==> src/rtl/nor_seq_pkg.sv <==
package nor_seq_pkg;
  typedef enum logic [1:0] {OP_READ = 2'd0, OP_PROG = 2'd1, OP_SERASE = 2'd2, OP_CERASE = 2'd3} op_e;
  typedef enum logic [2:0] {ST_IDLE, ST_WLO, ST_WHI, ST_GAP, ST_RD, ST_RSP} st_e;

  localparam logic [14:0] UNLK_A = 15'h5555;
  localparam logic [14:0] UNLK_B = 15'h2AAA;

  function automatic logic [2:0] prefix_len(op_e op);
    case (op)
      OP_PROG:   return 3'd3;
      OP_SERASE: return 3'd5;
      OP_CERASE: return 3'd6;
      default:   return 3'd0;
    endcase
  endfunction

  function automatic logic [14:0] prefix_addr(logic [2:0] idx);
    return (idx == 3'd1 || idx == 3'd4) ? UNLK_B : UNLK_A;
  endfunction

  function automatic logic [7:0] prefix_byte(op_e op, logic [2:0] idx);
    case (idx)
      3'd0, 3'd3: return 8'hAA;
      3'd1, 3'd4: return 8'h55;
      3'd2:       return (op == OP_PROG) ? 8'hA0 : 8'h80;
      3'd5:       return 8'h10;
      default:    return 8'h00;
    endcase
  endfunction
endpackage

==> src/rtl/nor_seq_timer.sv <==
module nor_seq_timer #(
  parameter int TW = 4
) (
  input  logic          clk_i,
  input  logic          rst_ni,
  input  logic          load_i,
  input  logic [TW-1:0] val_i,
  output logic          zero_o
);
  logic [TW-1:0] cnt_q;

  always_ff @(posedge clk_i or negedge rst_ni) begin
    if (!rst_ni)              cnt_q <= '0;
    else if (load_i)          cnt_q <= val_i;
    else if (cnt_q != '0)     cnt_q <= cnt_q - 1'b1;
  end

  assign zero_o = (cnt_q == '0);
endmodule

==> src/rtl/nor_seq_poll.sv <==
module nor_seq_poll #(
  parameter int LANES = 4
) (
  input  logic             clk_i,
  input  logic             rst_ni,
  input  logic             clr_i,
  input  logic             sample_i,
  input  logic [LANES-1:0] dq7_i,
  input  logic [LANES-1:0] exp7_i,
  output logic             all_next_o
);
  logic [LANES-1:0] done_q;
  logic [LANES-1:0] hit;

  for (genvar l = 0; l < LANES; l++) begin : g_lane
    assign hit[l] = (dq7_i[l] == exp7_i[l]);
    always_ff @(posedge clk_i or negedge rst_ni) begin
      if (!rst_ni)                 done_q[l] <= 1'b0;
      else if (clr_i)              done_q[l] <= 1'b0;
      else if (sample_i && hit[l]) done_q[l] <= 1'b1;
    end
  end

  // a lane counts as complete if it completed earlier or completes on this sample
  assign all_next_o = &(done_q | hit);

  AST_CLR_EMPTIES: assert property (@(posedge clk_i) disable iff (!rst_ni)
    clr_i |=> (done_q == '0));
endmodule

==> src/rtl/nor_seq.sv <==
module nor_seq
  import nor_seq_pkg::*;
#(
  parameter int LANES    = 4,
  parameter int AW       = 17,
  parameter int NSEC     = 8,
  parameter int CLK_NS   = 10,
  parameter int T_WP_NS  = 35,
  parameter int T_AH_NS  = 45,
  parameter int T_DS_NS  = 30,
  parameter int T_WPH_NS = 20,
  parameter int T_ACC_NS = 70,
  parameter int T_OEH_NS = 10,
  parameter int POLL_MAX = 4096
) (
  input  logic                 clk_i,
  input  logic                 rst_ni,
  input  logic                 req_valid_i,
  output logic                 req_ready_o,
  input  logic [1:0]           req_op_i,
  input  logic [AW-1:0]        req_addr_i,
  input  logic [8*LANES-1:0]   req_data_i,
  input  logic [NSEC-1:0]      req_sect_i,
  output logic                 rsp_valid_o,
  output logic                 rsp_err_o,
  output logic [8*LANES-1:0]   rsp_data_o,
  output logic [AW-1:0]        fl_addr_o,
  output logic [8*LANES-1:0]   fl_dq_o,
  output logic                 fl_dq_oe_o,
  input  logic [8*LANES-1:0]   fl_dq_i,
  output logic [LANES-1:0]     fl_cs_no,
  output logic [LANES-1:0]     fl_we_no,
  output logic                 fl_oe_no
);
  localparam int DW     = 8 * LANES;
  localparam int SEC_W  = $clog2(NSEC);
  localparam int LOW_NS = (T_WP_NS > T_AH_NS) ? ((T_WP_NS > T_DS_NS) ? T_WP_NS : T_DS_NS)
                                              : ((T_AH_NS > T_DS_NS) ? T_AH_NS : T_DS_NS);
  localparam int LOW_C0  = (LOW_NS + CLK_NS - 1) / CLK_NS;
  localparam int HIGH_C0 = (T_WPH_NS + CLK_NS - 1) / CLK_NS;
  localparam int RD_C0   = (T_ACC_NS + CLK_NS - 1) / CLK_NS;
  localparam int OEH_C0  = (T_OEH_NS + CLK_NS - 1) / CLK_NS;
  localparam int LOW_CYC  = (LOW_C0  < 1) ? 1 : LOW_C0;
  localparam int HIGH_CYC = (HIGH_C0 < 1) ? 1 : HIGH_C0;
  localparam int RD_CYC   = (RD_C0   < 1) ? 1 : RD_C0;
  localparam int OEH_CYC  = (OEH_C0  < 1) ? 1 : OEH_C0;
  localparam int MAX_AB  = (LOW_CYC > HIGH_CYC) ? LOW_CYC : HIGH_CYC;
  localparam int MAX_CD  = (RD_CYC > OEH_CYC) ? RD_CYC : OEH_CYC;
  localparam int MAXC    = (MAX_AB > MAX_CD) ? MAX_AB : MAX_CD;
  localparam int TW      = $clog2(MAXC + 1);
  localparam int PW      = $clog2(POLL_MAX + 1);

  st_e              st_q, st_d;
  op_e              op_q;
  logic [AW-1:0]    addr_q, poll_addr_q;
  logic [DW-1:0]    data_q, rsp_data_q;
  logic [NSEC-1:0]  sect_q;
  logic [2:0]       idx_q;
  logic [PW-1:0]    poll_cnt_q;
  logic             rsp_err_q;
  logic [LANES-1:0] exp7_q, req_b7, dq7;
  logic [SEC_W-1:0] low_sec, req_low_sec;
  logic [AW-1:0]    wr_addr;
  logic [DW-1:0]    wr_data;
  logic             in_prefix, wr_last, accept, tmr_load, tmr_zero, all_next, poll_sample;
  logic [TW-1:0]    tmr_val;
  op_e              req_op;

  assign req_op = op_e'(req_op_i);
  assign accept = (st_q == ST_IDLE) && req_valid_i;

  for (genvar l = 0; l < LANES; l++) begin : g_b7
    assign req_b7[l] = req_data_i[8*l+7];
    assign dq7[l]    = fl_dq_i[8*l+7];
  end

  always_comb begin
    low_sec     = '0;
    req_low_sec = '0;
    for (int i = NSEC - 1; i >= 0; i--) begin
      if (sect_q[i])     low_sec     = SEC_W'(i);
      if (req_sect_i[i]) req_low_sec = SEC_W'(i);
    end
  end

  // current bus write: unlock/command prefix, then program word or sector targets
  assign in_prefix = (idx_q < prefix_len(op_q));
  always_comb begin
    if (in_prefix) begin
      wr_addr = AW'(prefix_addr(idx_q));
      wr_data = {LANES{prefix_byte(op_q, idx_q)}};
    end else if (op_q == OP_PROG) begin
      wr_addr = addr_q;
      wr_data = data_q;
    end else begin
      wr_addr = {low_sec, {(AW-SEC_W){1'b0}}};
      wr_data = {LANES{8'h30}};
    end
  end
  assign wr_last = in_prefix ? (op_q == OP_CERASE && idx_q == 3'd5)
                             : (op_q == OP_PROG ||
                                (sect_q & (sect_q - {{(NSEC-1){1'b0}}, 1'b1})) == '0);

  nor_seq_timer #(.TW(TW)) u_tmr (
    .clk_i, .rst_ni, .load_i(tmr_load), .val_i(tmr_val), .zero_o(tmr_zero)
  );

  assign poll_sample = (st_q == ST_RD) && tmr_zero && (op_q != OP_READ);

  nor_seq_poll #(.LANES(LANES)) u_poll (
    .clk_i, .rst_ni, .clr_i(accept), .sample_i(poll_sample),
    .dq7_i(dq7), .exp7_i(exp7_q), .all_next_o(all_next)
  );

  always_comb begin
    st_d     = st_q;
    tmr_load = 1'b0;
    tmr_val  = '0;
    unique case (st_q)
      ST_IDLE: if (req_valid_i) begin
        tmr_load = 1'b1;
        if (req_op == OP_READ) begin
          st_d = ST_RD;  tmr_val = TW'(RD_CYC - 1);
        end else if (req_op == OP_SERASE && req_sect_i == '0) begin
          st_d = ST_RSP;
        end else begin
          st_d = ST_WLO; tmr_val = TW'(LOW_CYC - 1);
        end
      end
      ST_WLO: if (tmr_zero) begin
        st_d = ST_WHI; tmr_load = 1'b1; tmr_val = TW'(HIGH_CYC - 1);
      end
      ST_WHI: if (tmr_zero) begin
        tmr_load = 1'b1;
        if (wr_last) begin st_d = ST_GAP; tmr_val = TW'(OEH_CYC - 1); end
        else         begin st_d = ST_WLO; tmr_val = TW'(LOW_CYC - 1); end
      end
      ST_GAP: if (tmr_zero) begin
        st_d = ST_RD; tmr_load = 1'b1; tmr_val = TW'(RD_CYC - 1);
      end
      ST_RD: if (tmr_zero) begin
        if (op_q == OP_READ || all_next || poll_cnt_q == PW'(POLL_MAX - 1)) begin
          st_d = ST_RSP;
        end else begin
          st_d = ST_GAP; tmr_load = 1'b1; tmr_val = TW'(OEH_CYC - 1);
        end
      end
      ST_RSP:  st_d = ST_IDLE;
      default: st_d = ST_IDLE;
    endcase
  end

  always_ff @(posedge clk_i or negedge rst_ni) begin
    if (!rst_ni) begin
      st_q        <= ST_IDLE;
      op_q        <= OP_READ;
      addr_q      <= '0;
      poll_addr_q <= '0;
      data_q      <= '0;
      sect_q      <= '0;
      idx_q       <= '0;
      poll_cnt_q  <= '0;
      rsp_err_q   <= 1'b0;
      rsp_data_q  <= '0;
      exp7_q      <= '0;
    end else begin
      st_q <= st_d;
      if (accept) begin
        op_q       <= req_op;
        addr_q     <= req_addr_i;
        data_q     <= req_data_i;
        sect_q     <= req_sect_i;
        idx_q      <= '0;
        poll_cnt_q <= '0;
        rsp_err_q  <= (req_op == OP_SERASE) && (req_sect_i == '0);
        exp7_q     <= (req_op == OP_PROG) ? req_b7 : '1;
        case (req_op)
          OP_SERASE: poll_addr_q <= {req_low_sec, {(AW-SEC_W){1'b0}}};
          OP_CERASE: poll_addr_q <= '0;
          default:   poll_addr_q <= req_addr_i;
        endcase
      end
      if (st_q == ST_WHI && tmr_zero && !wr_last) begin
        if (in_prefix)              idx_q  <= idx_q + 3'd1;
        else if (op_q == OP_SERASE) sect_q <= sect_q & (sect_q - {{(NSEC-1){1'b0}}, 1'b1});
      end
      if (st_q == ST_RD && tmr_zero) begin
        rsp_data_q <= fl_dq_i;
        if (op_q != OP_READ) begin
          poll_cnt_q <= poll_cnt_q + 1'b1;
          if (!all_next && poll_cnt_q == PW'(POLL_MAX - 1)) rsp_err_q <= 1'b1;
        end
      end
    end
  end

  assign req_ready_o = (st_q == ST_IDLE);
  assign rsp_valid_o = (st_q == ST_RSP);
  assign rsp_err_o   = rsp_err_q;
  assign rsp_data_o  = rsp_data_q;
  assign fl_dq_oe_o  = (st_q == ST_WLO) || (st_q == ST_WHI);
  assign fl_addr_o   = fl_dq_oe_o ? wr_addr :
                       (st_q == ST_RD || st_q == ST_GAP) ? poll_addr_q : '0;
  assign fl_dq_o     = fl_dq_oe_o ? wr_data : '0;
  assign fl_cs_no    = {LANES{!(fl_dq_oe_o || st_q == ST_RD)}};
  assign fl_we_no    = {LANES{st_q != ST_WLO}};
  assign fl_oe_no    = (st_q != ST_RD);

  // low-run counter for checking the strobe width
  logic [TW:0] we_low_run_q;
  always_ff @(posedge clk_i or negedge rst_ni) begin
    if (!rst_ni)           we_low_run_q <= '0;
    else if (!fl_we_no[0]) we_low_run_q <= we_low_run_q + 1'b1;
    else                   we_low_run_q <= '0;
  end

  AST_WE_WIDTH:    assert property (@(posedge clk_i) disable iff (!rst_ni)
    $rose(fl_we_no[0]) |-> (we_low_run_q == (TW+1)'(LOW_CYC)));
  AST_LANES_LOCK:  assert property (@(posedge clk_i) disable iff (!rst_ni)
    ((fl_we_no == '0) || (fl_we_no == '1)) && ((fl_cs_no == '0) || (fl_cs_no == '1)));
  AST_NO_OE_WRITE: assert property (@(posedge clk_i) disable iff (!rst_ni)
    !fl_oe_no |-> (!fl_dq_oe_o && fl_we_no == '1));
  AST_RSP_PULSE:   assert property (@(posedge clk_i) disable iff (!rst_ni)
    rsp_valid_o |=> !rsp_valid_o);
  AST_BUSY_AFTER:  assert property (@(posedge clk_i) disable iff (!rst_ni)
    (req_valid_i && req_ready_o) |=> !req_ready_o);
  AST_POLL_BOUND:  assert property (@(posedge clk_i) disable iff (!rst_ni)
    (st_q == ST_RD) |-> (poll_cnt_q < PW'(POLL_MAX)));
endmodule

==> config.mk <==
export PLATFORM = sky130hd
export DESIGN_NAME = nor_seq
export DESIGN_NICKNAME = d
export VERILOG_FILES = /design/src/rtl/nor_seq_pkg.sv /design/src/rtl/nor_seq_timer.sv /design/src/rtl/nor_seq_poll.sv /design/src/rtl/nor_seq.sv
export SDC_FILE = /design/constraint.sdc
export NUM_CORES = 1
export LEC_CHECK = 0
export BUFFER_PORTS_ARGS = -buffer_cell sky130_fd_sc_hd__buf_2
export CORE_MARGIN = 5
export CORE_UTILIZATION = 30
export DETAILED_ROUTE_END_ITERATION = 12
export GPL_ROUTABILITY_DRIVEN = 0
export PLACE_DENSITY_LB_ADDON = 0.25
export SETUP_SLACK_MARGIN = 0.15
export SLEW_MARGIN = 20
export SYNTH_ARGS = -nofsm -noshare
export SYNTH_HDL_FRONTEND = slang
export SYNTH_SLANG_ARGS = --single-unit
==> constraint.sdc <==
create_clock -name clk_i -period 3.2 [get_ports clk_i]
set_input_delay 0.32 -clock clk_i [delete_from_list [all_inputs] [get_ports clk_i]]
set_output_delay 0.32 -clock clk_i [all_outputs]
set_load 0.03 [all_outputs]
### After elaboration in Yosys (flattened, before gate mapping)

Cells that the tools add are included.

* flip-flop bits (word level): 139
* bits of input ports: 94
* output and inout bits: 94

* $add $sub $neg: 4
* order comparisons: 1
* equality and inequality tests: 28
* mux-type cells: 77
* bitwise logic cells: 2
* reduce and logical (&&, ||, !) cells: 41

Operator list (number)
* 3-bit two-way mux: 35
* 32-bit two-way mux: 3
* 17-bit two-way mux: 4
* 13-bit two-way mux: 3
* 17-bit one-hot mux with 2 select lines: 1
* 8-bit two-way mux: 4
* 8-bit one-hot mux with 4 select lines: 1
* 1-bit two-way mux: 18
* 8-bit zero test: 2
* 15-bit two-way mux: 1
* 3-bit one-hot mux with 5 select lines: 1
* 13-bit by 1-bit adder with 13-bit output, second input constant: 1
* 13-bit by 12-bit == test with 1-bit output, second input constant: 1
* 3-bit by 2-bit == test with 1-bit output, second input constant: 4
* 3-bit == test, second input constant: 4
* 1-bit logical AND: 12
* 3-bit one-hot mux with 4 select lines: 1
* 2-bit nonzero test: 6
* 2-bit != test, second input constant: 5
* 3-bit zero test: 3
* 3-bit one-hot mux with 3 select lines: 1
* 8-bit bitwise AND: 1
* 2-bit == test, second input constant: 4
* 8-bit by 1-bit subtractor with 8-bit output, second input constant: 1
* 21 further kinds: 36

### Logic depth before layout (Yosys ltp)

Gate-level depths: netlist of run 1.

* depth after elaboration: 11
* gate-level depth with buffers: 12
* gate-level depth less buffers: 9

### Cells and area by module

From an unflattened synthesis of run 1, not the netlist that was laid out.

* cells, all modules: 774
* area, all modules: 6998.0 um^2

By module, submodules not included
* nor_seq: times used 1, cells an instance 734, area an instance 6610.1 um^2, seq. area each 3303.2 um^2
* nor_seq_timer: times used 1, cells an instance 21, area an instance 201.4 um^2, seq. area each 75.1 um^2
* nor_seq_poll: times used 1, cells an instance 19, area an instance 186.4 um^2, seq. area each 100.1 um^2

### Worst setup path after synthesis of run 1

No wires, ideal clock.

* path kind: reg-to-output
* start point: register op_q[1]
* end point: output port fl_addr_o[14]
* arrival time: 3.030 ns
* setup slack: -0.150 ns
* cell stages (with the launch flop): 12
* cells stage by stage: dfrtp_1 inv_1 ha_1 clkbuf_1 clkbuf_1 o21bai_1 ha_1 nand2_1 o21ai_0 clkbuf_1 nand2_1 o21ai_0

* word-level cells in the longest chain between the ends: 5

Ends and longest elaborated chain
* start: declaration: RTL line nor_seq.sv:54 `op_e op_q;`
* start signal: assignment: RTL line nor_seq.sv:169 `op_q <= req_op;`
* 2-bit == test / 2-bit by 1-bit == test with 1-bit output (equally long branches): RTL line nor_seq_pkg.sv:9, nor_seq.sv:92
* 3-bit one-hot mux with 3 select lines: RTL line nor_seq_pkg.sv:9 `case (op)`
* 3-bit < comparator: RTL line nor_seq.sv:87 `assign in_prefix = (idx_q < prefix_len(op_q));`
* 17-bit two-way mux (*): RTL line nor_seq.sv:89 `if (in_prefix) begin`
* 17-bit two-way mux (*): RTL line nor_seq.sv:202 `assign fl_addr_o = fl_dq_oe_o ? wr_addr :`
* end: declaration: RTL line nor_seq.sv:27 `output logic [AW-1:0] fl_addr_o,`

Every way passes the cells marked *; elsewhere a longest branch is shown, timed or not.

### Worst setup path after layout of run 1

* start point: register op_q[0]
* end point: output port fl_dq_o[13]

* word-level cells in the longest chain between the ends: 5

Ends and longest elaborated chain
* 2-bit == test / 2-bit by 1-bit == test with 1-bit output (equally long branches): RTL line nor_seq_pkg.sv:9, nor_seq_pkg.sv:25, nor_seq.sv:92
* 3-bit one-hot mux with 3 select lines / 6-bit two-way mux (equally long branches): RTL line nor_seq_pkg.sv:9, nor_seq_pkg.sv:25
* 3-bit < comparator / 8-bit one-hot mux with 4 select lines (equally long branches): RTL line nor_seq.sv:87, nor_seq_pkg.sv:22
* 32-bit two-way mux (*): RTL line nor_seq.sv:89
* 32-bit two-way mux (*): RTL line nor_seq.sv:204 `assign fl_dq_o = fl_dq_oe_o ? wr_data : '0;`
* end: declaration: RTL line nor_seq.sv:28 `output logic [8*LANES-1:0] fl_dq_o,`

Marked as above.

==> results.py, run 1 <==
metrics = {
    "timing": {
        "finalSetupViolations": 0,
        "period_share_pct": 91.4,
        "finalClockSkew_ns": 0.00880,
        "drv_slew": 0,
        "finalHoldViolCount": 0,
        "period_minus_slack_ns": 2.92,
        "setup_tns_ns": 0,
        "slew_headroom_pct": 44.9,
        "max_freq_mhz": 342,
        "worstMarginPinSlew_ns": 0.821,
        "rsz0062_at_grt": "true",
    },
    "logic_synthesis": {
        "synth_fa_ha_area_share_pct": 2.98,
        "postSynthNetCount": 872,
        "synth-simple-area-share_pct": 21.7,
        "synth.area.mux_share_pct": 6.89,
        "synth_edf_count": 0,
        "async_reset_ff_share_pct": 100,
        "synthDistinctLibCells": 57,
        "synth_compound_area_share_pct": 13.5,
        "synthTopCellsByArea": "dfrtp_1 (50%), nand2_1 (14%), mux2_2 (5.2%), a21oi_1 (3.3%), ha_1 (2.7%)",
        "synth_seq_cells": 139,
        "synth_xor_area_share_pct": 1.13,
        "synth_top_cell_by_area": "dfrtp_1",
        "synth.avg_cell_area_um2": 9.14,
        "synth_top_area_share_pct": 49.9,
        "ys.warnings.count": 0,
        "synth_common_cells": "nand2_1 (251), dfrtp_1 (139), a21oi_1 (46)",
        "ys_seq_area_share_pct": 49.9,
        "yosysMostFrequentCell": "nand2_1",
        "synthCells": 763,
        "ys.flop_type": "dfrtp_1",
        "synth_top_family_by_area": "simple AND/OR/NAND/NOR gates",
        "synth_area_um2": 6980,
    },
    "floorplan": {
        "fp.dieH_um": 162,
        "die_area_um2": 26400,
        "io_pins": 188,
        "rows": 55,
        "start_util_pct": 30.6,
        "core-area_um2": 22800,
        "die_w_um": 162,
    },
    "drt": {
        "drt.antenna.violating_nets": 0,
        "via_count": 5976,
        "via_per_inst": 4.71,
        "routed_wl_mm": 20.7,
        "wl_per_cell_um": 16.3,
        "first_pass_iters": 4,
        "drc_errors": 0,
        "drt_iter0_markers": 393,
    },
    "outcome": {
        "run_status": "complete, no violations",
    },
    "worst_setup_path": {
        "path_class": "reg2out",
        "cp_max_fo": 5,
        "cp.arrival_ns": 2.60,
        "start_kind": "flop",
        "required_ns": 2.88,
        "crit_slowest_cell": "dfrtp_1",
        "end_kind": "output port",
        "path_cells": "inv_1 -> ha_1 -> o21bai_1 -> ha_1 -> nand2_1 -> o21a_4 -> o21ai_2 -> o21a_1 -> o21a_1 -> buf_2",
        "cp_slowest_stage_delay_ns": 0.38,
    },
    "pwr": {
        "leakage_nw": 4.41,
        "p_per_area_nw_per_um2": 1290,
        "p_total_w": 0.0116,
        "vdd_drop_max_mv": 0.745,
    },
    "clock_tree": {
        "cts_buffers": 17,
        "cts.sinks": 139,
        "htree_levels": 4,
        "root_buffer": "clkbuf_16",
        "clock_latency_ns": 0.42,
        "clockBufferDepth": 2,
        "clk_pin_slew_ns": 0.07,
        "cts_tree": "done",
    },
    "layout": {
        "final_core_util_pct": 39.5,
        "nNetsFinal": 1050,
        "syn_to_final_growth_pct": 29.0,
        "drive_gt1_share_pct": 31.7,
    },
    "global_route": {
        "grt_pass1_vias": 6078,
        "antenna_found_initial": 1,
        "grt_usage_pct": 15.5,
        "grt_max_degree": 106,
        "overflow": 0,
        "grt_first_pass_wirelength_mm": 32.8,
    },
    "hold_path": {
        "holdCritPathClass": "in2reg",
    },
    "run": {
        "max_cap_viol_count": 0,
    },
    "place": {
        "place_hpwl_mm": 14.1,
        "io_buffers": 187,
    },
}
[report_power, final]
part | total [W] | internal [W] | switching (W)
Clock | 0.00190 | 0.00104 | 0.000859
Sequential | 0.00298 | 0.00248 | 0.000505
Combinational | 0.00669 | 0.00222 | 0.00447
[through the flow]
stage / setup slack (ns) / hold WS (ns) / std cells / cell area, µm²
floorplan: 0.131 / 0.0244 / 763 / 6990
global placement: 0.277 / 0.252 / 1228 / 8250
detailed placement: 0.208 / 0.251 / 1228 / 8250
CTS: 0.159 / 0.0665 / 1262 / 8880
global route: 0.130 / 0.0745 / 1267 / 9000
finish: 0.275 / 0.0850 / 1268 / 9000
[final cells by class]
type / count / area (µm²)
multi-input cells: 561 / 3300
flip-flops and latches: 139 / 3480
inverters: 13 / 48.8
clock buffers: 18 / 439
repair buffers: 209 / 1200
well taps: 313 / 392
diodes: 1 / 2.50
fillers: 2336 / 13800
clock inverters: 14 / 130
[path summary, 6_finish.rpt]
kind	depth (start not counted)	startpoint	endpoint	slack [ns]
worst max-delay path	10	op_q[0]$_DFFE_PN0P_	fl_dq_o[13]	0.28
worst min-delay path	3	req_data_i[16]	data_q[16]$_DFFE_PN0P_	0.09
worst min register to register	2	poll_addr_q[10]$_DFFE_PN0P_	poll_addr_q[10]$_DFFE_PN0P_	0.47
min in group asynchronous	2	rst_ni	poll_addr_q[15]$_DFFE_PN0P_	0.37
worst max register to register	10	op_q[0]$_DFFE_PN0P_	idx_q[0]$_DFF_PN0_	0.43
max in group asynchronous	3	rst_ni	poll_addr_q[13]$_DFFE_PN0P_	1.94
[sequential cells by signal, summed over array words and instances, names as in the netlist, 4 cells and up]
| register | count |
|---|---|
| data_q | 32 |
| rsp_data_o | 32 |
| addr_q | 17 |
| poll_addr_q | 17 |
| poll_cnt_q | 13 |
| sect_q | 8 |
| exp7_q | 4 |
| u_poll.done_q | 4 |
[layout by cell type (no fill, tap or decap), types with 4 or more instances in the layout]
master / instances
a21oi_1: 42
a221o_1: 14
a22o_1: 5
and2_1: 4
buf_12: 4
buf_2: 175
buf_4: 23
clkbuf_16: 18
clkbuf_4: 4
clkinvlp_4: 4
dfrtp_1: 139
ha_1: 15
inv_1: 12
inv_6: 4
mux2_2: 32
mux2i_1: 9
nand2_1: 248
nand2b_1: 6
nand3_1: 6
nand3b_1: 14
nand4_1: 5
nor2_1: 32
nor2_2: 4
nor2b_1: 7
nor3_1: 6
nor4_1: 6
o211ai_1: 7
o21a_1: 6
o21ai_0: 19
o21ai_1: 5
o31ai_1: 5
xnor2_1: 6
[critical path, delay by kind of cell, from the launching register on]
kind	cells	cell delay [ns]
buf+inv	2	0.29
simple gates	1	0.11
flops	1	0.38
compound gates	5	0.95
fa+ha+maj	2	0.46
[cells by family (layout without fill, tap and decap cells)]
logic type	Yosys count	count (layout)
and+or+nand+nor	354	354
DFF	139	139
AOI/OAI and AO/OA	138	138
buffers and inverters	63	254
muxes	43	43
adders and majority gates	17	17
xor gates and xnor gates	9	9
other	0	1
[timing repair]
item                                   4_1_cts  5_1_grt
gates cloned                                 0        1
pin swaps                                    1        1
resized for setup                           12       29
buffers inserted                             1        4
setup endpoints to repair                   47       49
endpoints found under the hold margin       34        0
hold buffers                                 1        0
[layer usage]
layer	global-route usage [%]	vias up	routed length [µm]
met3	4.71	28	1420
met5	0	-	7
met1	20.7	2825	9470
met4	4.77	2	379
li1	-	2956	-
met2	24.1	165	9410
(Power assumes the default switching activity.)
==> run 2: changes to the inputs <==
==> constraint.sdc (replaced) <==
create_clock -name clk_i -period 2.9 [get_ports clk_i]
set_input_delay 0.435 -clock clk_i [delete_from_list [all_inputs] [get_ports clk_i]]
set_output_delay 0.435 -clock clk_i [all_outputs]
set_load 0.03 [all_outputs]
==> run 2 against run 1 <==
- the flow now finishes with violations (negative setup slack)
- cell area rose by 9.3%
- global-route usage rose by 0.32 points
- critical path depth rose by 1
- flip-flop and latch count did not move
- non-clock buffer count rose by 17
- first-iteration DRC count fell by 11%
- die area did not move
- count of clock-buffer cells in the layout fell by 1
==> results.py, run 2 (synthesis gave the netlist of run 1 again) <==
metrics = {
    "timing": {
        "finalSetupViolations": 41,
        "period_share_pct": 104,
        "period_minus_slack_ns": 3.02,
        "max_freq_mhz": 331,
        "hold_ws_ns": 0.0377,
        "finalHoldViolCount": 0,
        "finalClockSkew_ns": 0.0104,
        "setup_ws_ns": -0.124,
        "drv_slew": 0,
        "rsz0062_at_grt": "true",
        "slew_headroom_pct": 52.1,
        "worstMarginPinSlew_ns": 0.718,
    },
    "global_route": {
        "overflow": 0,
        "antenna_found_initial": 1,
        "grt_max_degree": 76,
        "grt_first_pass_wirelength_mm": 33.6,
        "grt_usage_pct": 15.8,
        "grt_pass1_vias": 6206,
    },
    "outcome": {
        "run_status": "complete, but fails checks",
        "violations": "negative setup slack",
    },
    "worst_setup_path": {
        "cp.arrival_ns": 2.59,
        "path_class": "reg2out",
        "rrSetupSlack_ns": 0.24,
        "required_ns": 2.47,
        "r2r-start": "op_q[1]$_DFFE_PN0P_",
        "r2r-end": "sect_q[4]$_DFF_PN0_",
        "start_kind": "flop",
        "cp_max_fo": 8,
        "end_kind": "output port",
        "rr_worst_depth": 12,
    },
    "drt": {
        "drt_iter0_markers": 349,
        "first_pass_iters": 5,
        "via_count": 6067,
        "drt.antenna.violating_nets": 0,
        "via_per_inst": 4.72,
        "drc_errors": 0,
        "routed_wl_mm": 21.1,
        "wl_per_cell_um": 16.4,
    },
    "layout": {
        "final_common_cell": "nand2_1",
        "regArea_um2": 3480,
        "drive_gt1_share_pct": 37.8,
        "num_antenna_cells": 0,
        "final_core_util_pct": 43.2,
        "fill_cells": 2205,
        "syn_to_final_growth_pct": 41.1,
        "nNetsFinal": 1068,
        "multi_input_area_um2": 3700,
        "layout_common_cells": "nand2_1 (247), dfrtp_1 (139), buf_2 (138)",
    },
    "floorplan": {
        "start_util_pct": 30.6,
        "fp.dieH_um": 162,
        "rows": 55,
        "die_w_um": 162,
        "core-area_um2": 22800,
        "die_area_um2": 26400,
        "io_pins": 188,
    },
    "clock_tree": {
        "cts_buffers": 17,
        "clock_latency_ns": 0.42,
        "cts_tree": "done",
        "root_buffer": "clkbuf_16",
        "clockBufferDepth": 2,
        "clk_pin_slew_ns": 0.07,
        "hold_buffers": 0,
        "cts.sinks": 139,
        "htree_levels": 4,
    },
    "place": {
        "io_buffers": 187,
        "place_hpwl_mm": 14.6,
        "post-place-ws_ns": -0.0120,
    },
    "hold_path": {
        "holdCritPathClass": "in2async",
    },
    "run": {
        "max_cap_viol_count": 0,
    },
}
run 2: cell types whose count changed in the layout (fill, tap and decap cells not counted), sizes merged:
cell,change
and3,+1
bufinv,+1
dlygate4sd3,-1
clkbuf,-4
buf,+21
diode,-1
clkinvlp,-3
clkinv,+3
run 2: metal layers:
metal	vias up	part of all wire, %	track usage [%]
met5	-	0.033	0
met4	2	0.61	3.19
met3	10	6.0	4.71
met2	158	48	25.0
met1	2908	46	21.5
li1	2989	-	-
run 2: area by class of cell:
cell class | instances | share of cell area [%]
clock buffers | 17 | 4.32
well taps | 313 | 3.98
clock inverters | 15 | 1.41
flip-flops and latches | 139 | 35.3
inverters | 13 | 0.496
multi-input cells | 562 | 37.6
repair buffers | 226 | 16.8
run 2: worst max path at each step:
stage / depth (start not counted) / from / end / slack [ns]
2_1_floorplan: 12 / op_q[1]$_DFFE_PN0P_ / fl_addr_o[10] / 0.16
3_3_place_gp: 10 / op_q[1]$_DFFE_PN0P_ / fl_addr_o[7] / 0.06
3_5_place_dp: 10 / op_q[1]$_DFFE_PN0P_ / fl_addr_o[13] / -0.01
4_1_cts: 11 / op_q[1]$_DFFE_PN0P_ / fl_addr_o[12] / -0.15
5_1_grt: 11 / op_q[0]$_DFFE_PN0P_ / fl_addr_o[4] / -0.23
6_report: 11 / op_q[1]$_DFFE_PN0P_ / fl_addr_o[12] / -0.12
run 2: through the flow:
step	std cells	instance area [µm²]	TNS, ns
2_1_floorplan	763	7270	0
3_3_place_gp	1242	8600	0
3_5_place_dp	1242	8600	-0.0546
4_1_cts	1282	9660	-2.74
5_1_grt	1285	9840	-8.77
6_report	1285	9840	-3.22
run 2: timing repair:
item | in CTS | in global routing
cloned | 1 | 3
setup buffers | 7 | 0
resized for setup | 115 | 28
endpoints found under the setup margin | 49 | 50
pin swaps | 5 | 6
run 2: worst max-delay path, stage by stage, from the launching register on:
cell	delay (ns)
dfrtp_1	0.39
inv_2	0.07
ha_2	0.16
o21bai_1	0.15
ha_1	0.27
nand2_1	0.05
o21a_1	0.19
buf_6	0.12
and4_1	0.17
buf_6	0.14
a221o_2	0.31
buf_6	0.14
Power of run 2 is not shown: default switching activity piles up to over one toggle a cycle in this logic, so the estimate is an artifact.
==> run 3: changes to the inputs <==
--- a/config.mk
+++ b/config.mk
@@ -12,7 +12,8 @@
 export GPL_ROUTABILITY_DRIVEN = 0
 export PLACE_DENSITY_LB_ADDON = 0.25
 export SETUP_SLACK_MARGIN = 0.15
-export SLEW_MARGIN = 20
+export SKIP_CTS_REPAIR_TIMING = 1
+export SLEW_MARGIN = 5
 export SYNTH_ARGS = -nofsm -noshare
 export SYNTH_HDL_FRONTEND = slang
 export SYNTH_SLANG_ARGS = --single-unit
==> run 3 against run 2 <==
- the flow still finishes with violations (negative setup slack)
- sequential share of layout area increased by 1.1 points
- via count shrank 1.2%
- cell area down 2.9%
- clock skew increased by 0.0043 ns
- non-clock buffer count is 3 lower
- global-route usage down 0.30 points
- core utilization decreased by 1.3 points
- first-iteration DRC count is 12% lower
==> results.py, run 3 (synthesis gave the netlist of run 1 again) <==
metrics = {
    "outcome": {
        "run_status": "complete, but fails checks",
        "violations": "negative setup slack",
    },
    "worst_setup_path": {
        "required_ns": 2.47,
        "cp_max_fo": 8,
        "path_class": "reg2out",
        "end_kind": "output port",
        "cp.arrival_ns": 2.62,
        "start_kind": "flop",
    },
    "global_route": {
        "overflow": 0,
        "grt_util_met2_pct": 24.2,
        "use_met1_pct": 21.3,
        "grt_pass1_vias": 6070,
        "antenna_found_initial": 1,
        "grt_first_pass_wirelength_mm": 32.9,
        "use_met3_pct": 4.71,
        "busiest_layer": "met2",
        "grt_usage_pct": 15.5,
        "grt_max_degree": 76,
    },
    "pwr": {
        "p_int_w": 0.00735,
        "p_sw_share_pct": 48.5,
        "p_per_area_nw_per_um2": 1490,
        "clkPwrFrac_pct": 14.8,
        "p_comb_share_pct": 62.2,
        "leakage_nw": 4.58,
        "vdd_drop_max_mv": 1.03,
        "p_total_w": 0.0143,
        "p_switching_w": 0.00691,
        "p_seq_share_pct": 22.9,
    },
    "drt": {
        "drt.antenna.violating_nets": 0,
        "drc_errors": 0,
        "wl_per_cell_um": 16.0,
        "routed_wl_mm": 20.4,
        "drt_iter0_markers": 306,
        "via_per_inst": 4.68,
        "first_pass_iters": 4,
        "via_count": 5993,
    },
    "place": {
        "place_hpwl_mm": 14.6,
        "dp.cells": 1242,
        "io_buffers": 187,
    },
    "timing": {
        "slew_headroom_pct": 52.4,
        "drv_slew": 0,
        "setup_tns_ns": -2.30,
        "period_minus_slack_ns": 3.05,
        "rsz0062_at_grt": "true",
        "finalSetupViolations": 40,
        "period_share_pct": 105,
        "setup_ws_ns": -0.150,
        "worstMarginPinSlew_ns": 0.714,
        "finalHoldViolCount": 0,
        "max_freq_mhz": 328,
        "finalClockSkew_ns": 0.0147,
    },
    "floorplan": {
        "start_util_pct": 30.6,
        "core-area_um2": 22800,
        "io_pins": 188,
        "die_area_um2": 26400,
        "rows": 55,
        "die_w_um": 162,
        "fp.dieH_um": 162,
    },
    "clock_tree": {
        "root_buffer": "clkbuf_16",
        "cts_buffers": 17,
        "clock_latency_ns": 0.42,
        "cts.sinks": 139,
        "htree_levels": 4,
        "clockBufferDepth": 2,
        "clk_pin_slew_ns": 0.07,
        "cts_tree": "done",
    },
    "layout": {
        "fin_cells": 1281,
        "num_antenna_cells": 0,
        "syn_to_final_growth_pct": 37.0,
        "layout_common_cells": "nand2_1 (247), buf_2 (148), dfrtp_1 (139)",
        "final_common_cell": "nand2_1",
        "drive_gt1_share_pct": 37.3,
        "nNetsFinal": 1064,
    },
    "hold_path": {
        "holdCritPathClass": "in2async",
    },
    "run": {
        "max_cap_viol_count": 0,
    },
}
## run 3: cell count changes in the layout (fill, tap and decap cells not counted), moves of 5 or more
cell / delta
buf_4: +10
nor2_2: +5
buf_6: -22
nor2_4: -7
buf_2: +10
## run 3: layout make-up
| class | count | area [µm²] |
|---|---|---|
| clock buffers | 17 | 425 |
| inverters | 13 | 48.8 |
| fillers | 2245 | 13200 |
| repair buffers | 223 | 1470 |
| clock inverters | 15 | 139 |
| flip-flops and latches | 139 | 3480 |
| well taps | 313 | 392 |
| multi-input cells | 561 | 3600 |
## run 3: stage by stage
| stage | setup slack, ns | util, % | hold slack, ns | cell area, µm² |
|---|---|---|---|---|
| 3_3_place_gp | 0.0648 | 37.8 | 0.455 | 8600 |
| 5_1_grt | -0.254 | 41.9 | 0.0886 | 9560 |
| 3_5_place_dp | -0.0120 | 37.8 | 0.462 | 8600 |
| 4_1_cts | -0.444 | 40.2 | 0.0703 | 9160 |
| 6_report | -0.150 | 41.9 | 0.0484 | 9560 |
| 2_1_floorplan | 0.159 | - | 0.139 | 7270 |
## run 3: per-layer routing
layer	part of all wire, %	up-vias
met3	5.5	11
met2	47	133
met1	47	2868
li1	-	2979
met5	0.034	-
met4	0.60	2
## run 3: power groups by stage
stage | sequential (W) | clock, W | combinational (W)
floorplan | 0.00361 | 0 | 0.00530
detailed placement | 0.00329 | 0 | 0.00778
global placement | 0.00328 | 0 | 0.00771
global route | 0.00338 | 0.00227 | 0.00954
finish | 0.00327 | 0.00212 | 0.00887
CTS | 0.00327 | 0.00219 | 0.00779
## run 3: path summary, 6_finish.rpt
path                                         endpoint                        from  slack, ns  cells past startpoint
min in group clk_i             data_q[10]$_DFFE_PN0P_              req_data_i[10]       0.20                      3
max in group asynchronous       data_q[1]$_DFFE_PN0P_                      rst_ni       2.07                      2
min reg2reg                poll_addr_q[3]$_DFFE_PN0P_  poll_addr_q[3]$_DFFE_PN0P_       0.47                      2
min                         rsp_data_o[3]$_DFFE_PN0P_                      rst_ni       0.05                      1
max                                     fl_addr_o[12]         op_q[1]$_DFFE_PN0P_      -0.15                     11
max reg2reg                       sect_q[4]$_DFF_PN0_         op_q[1]$_DFFE_PN0P_       0.23                     12
## run 3: worst max-delay path: stages (launching register included)
cell and delay, ns:
dfrtp_1 0.41, inv_2 0.10, ha_2 0.18, o21bai_1 0.08, ha_1 0.27, nand2_1 0.05, o21a_1 0.19, buf_6 0.13
and4_1 0.18, buf_6 0.15, a221o_2 0.31, buf_6 0.14
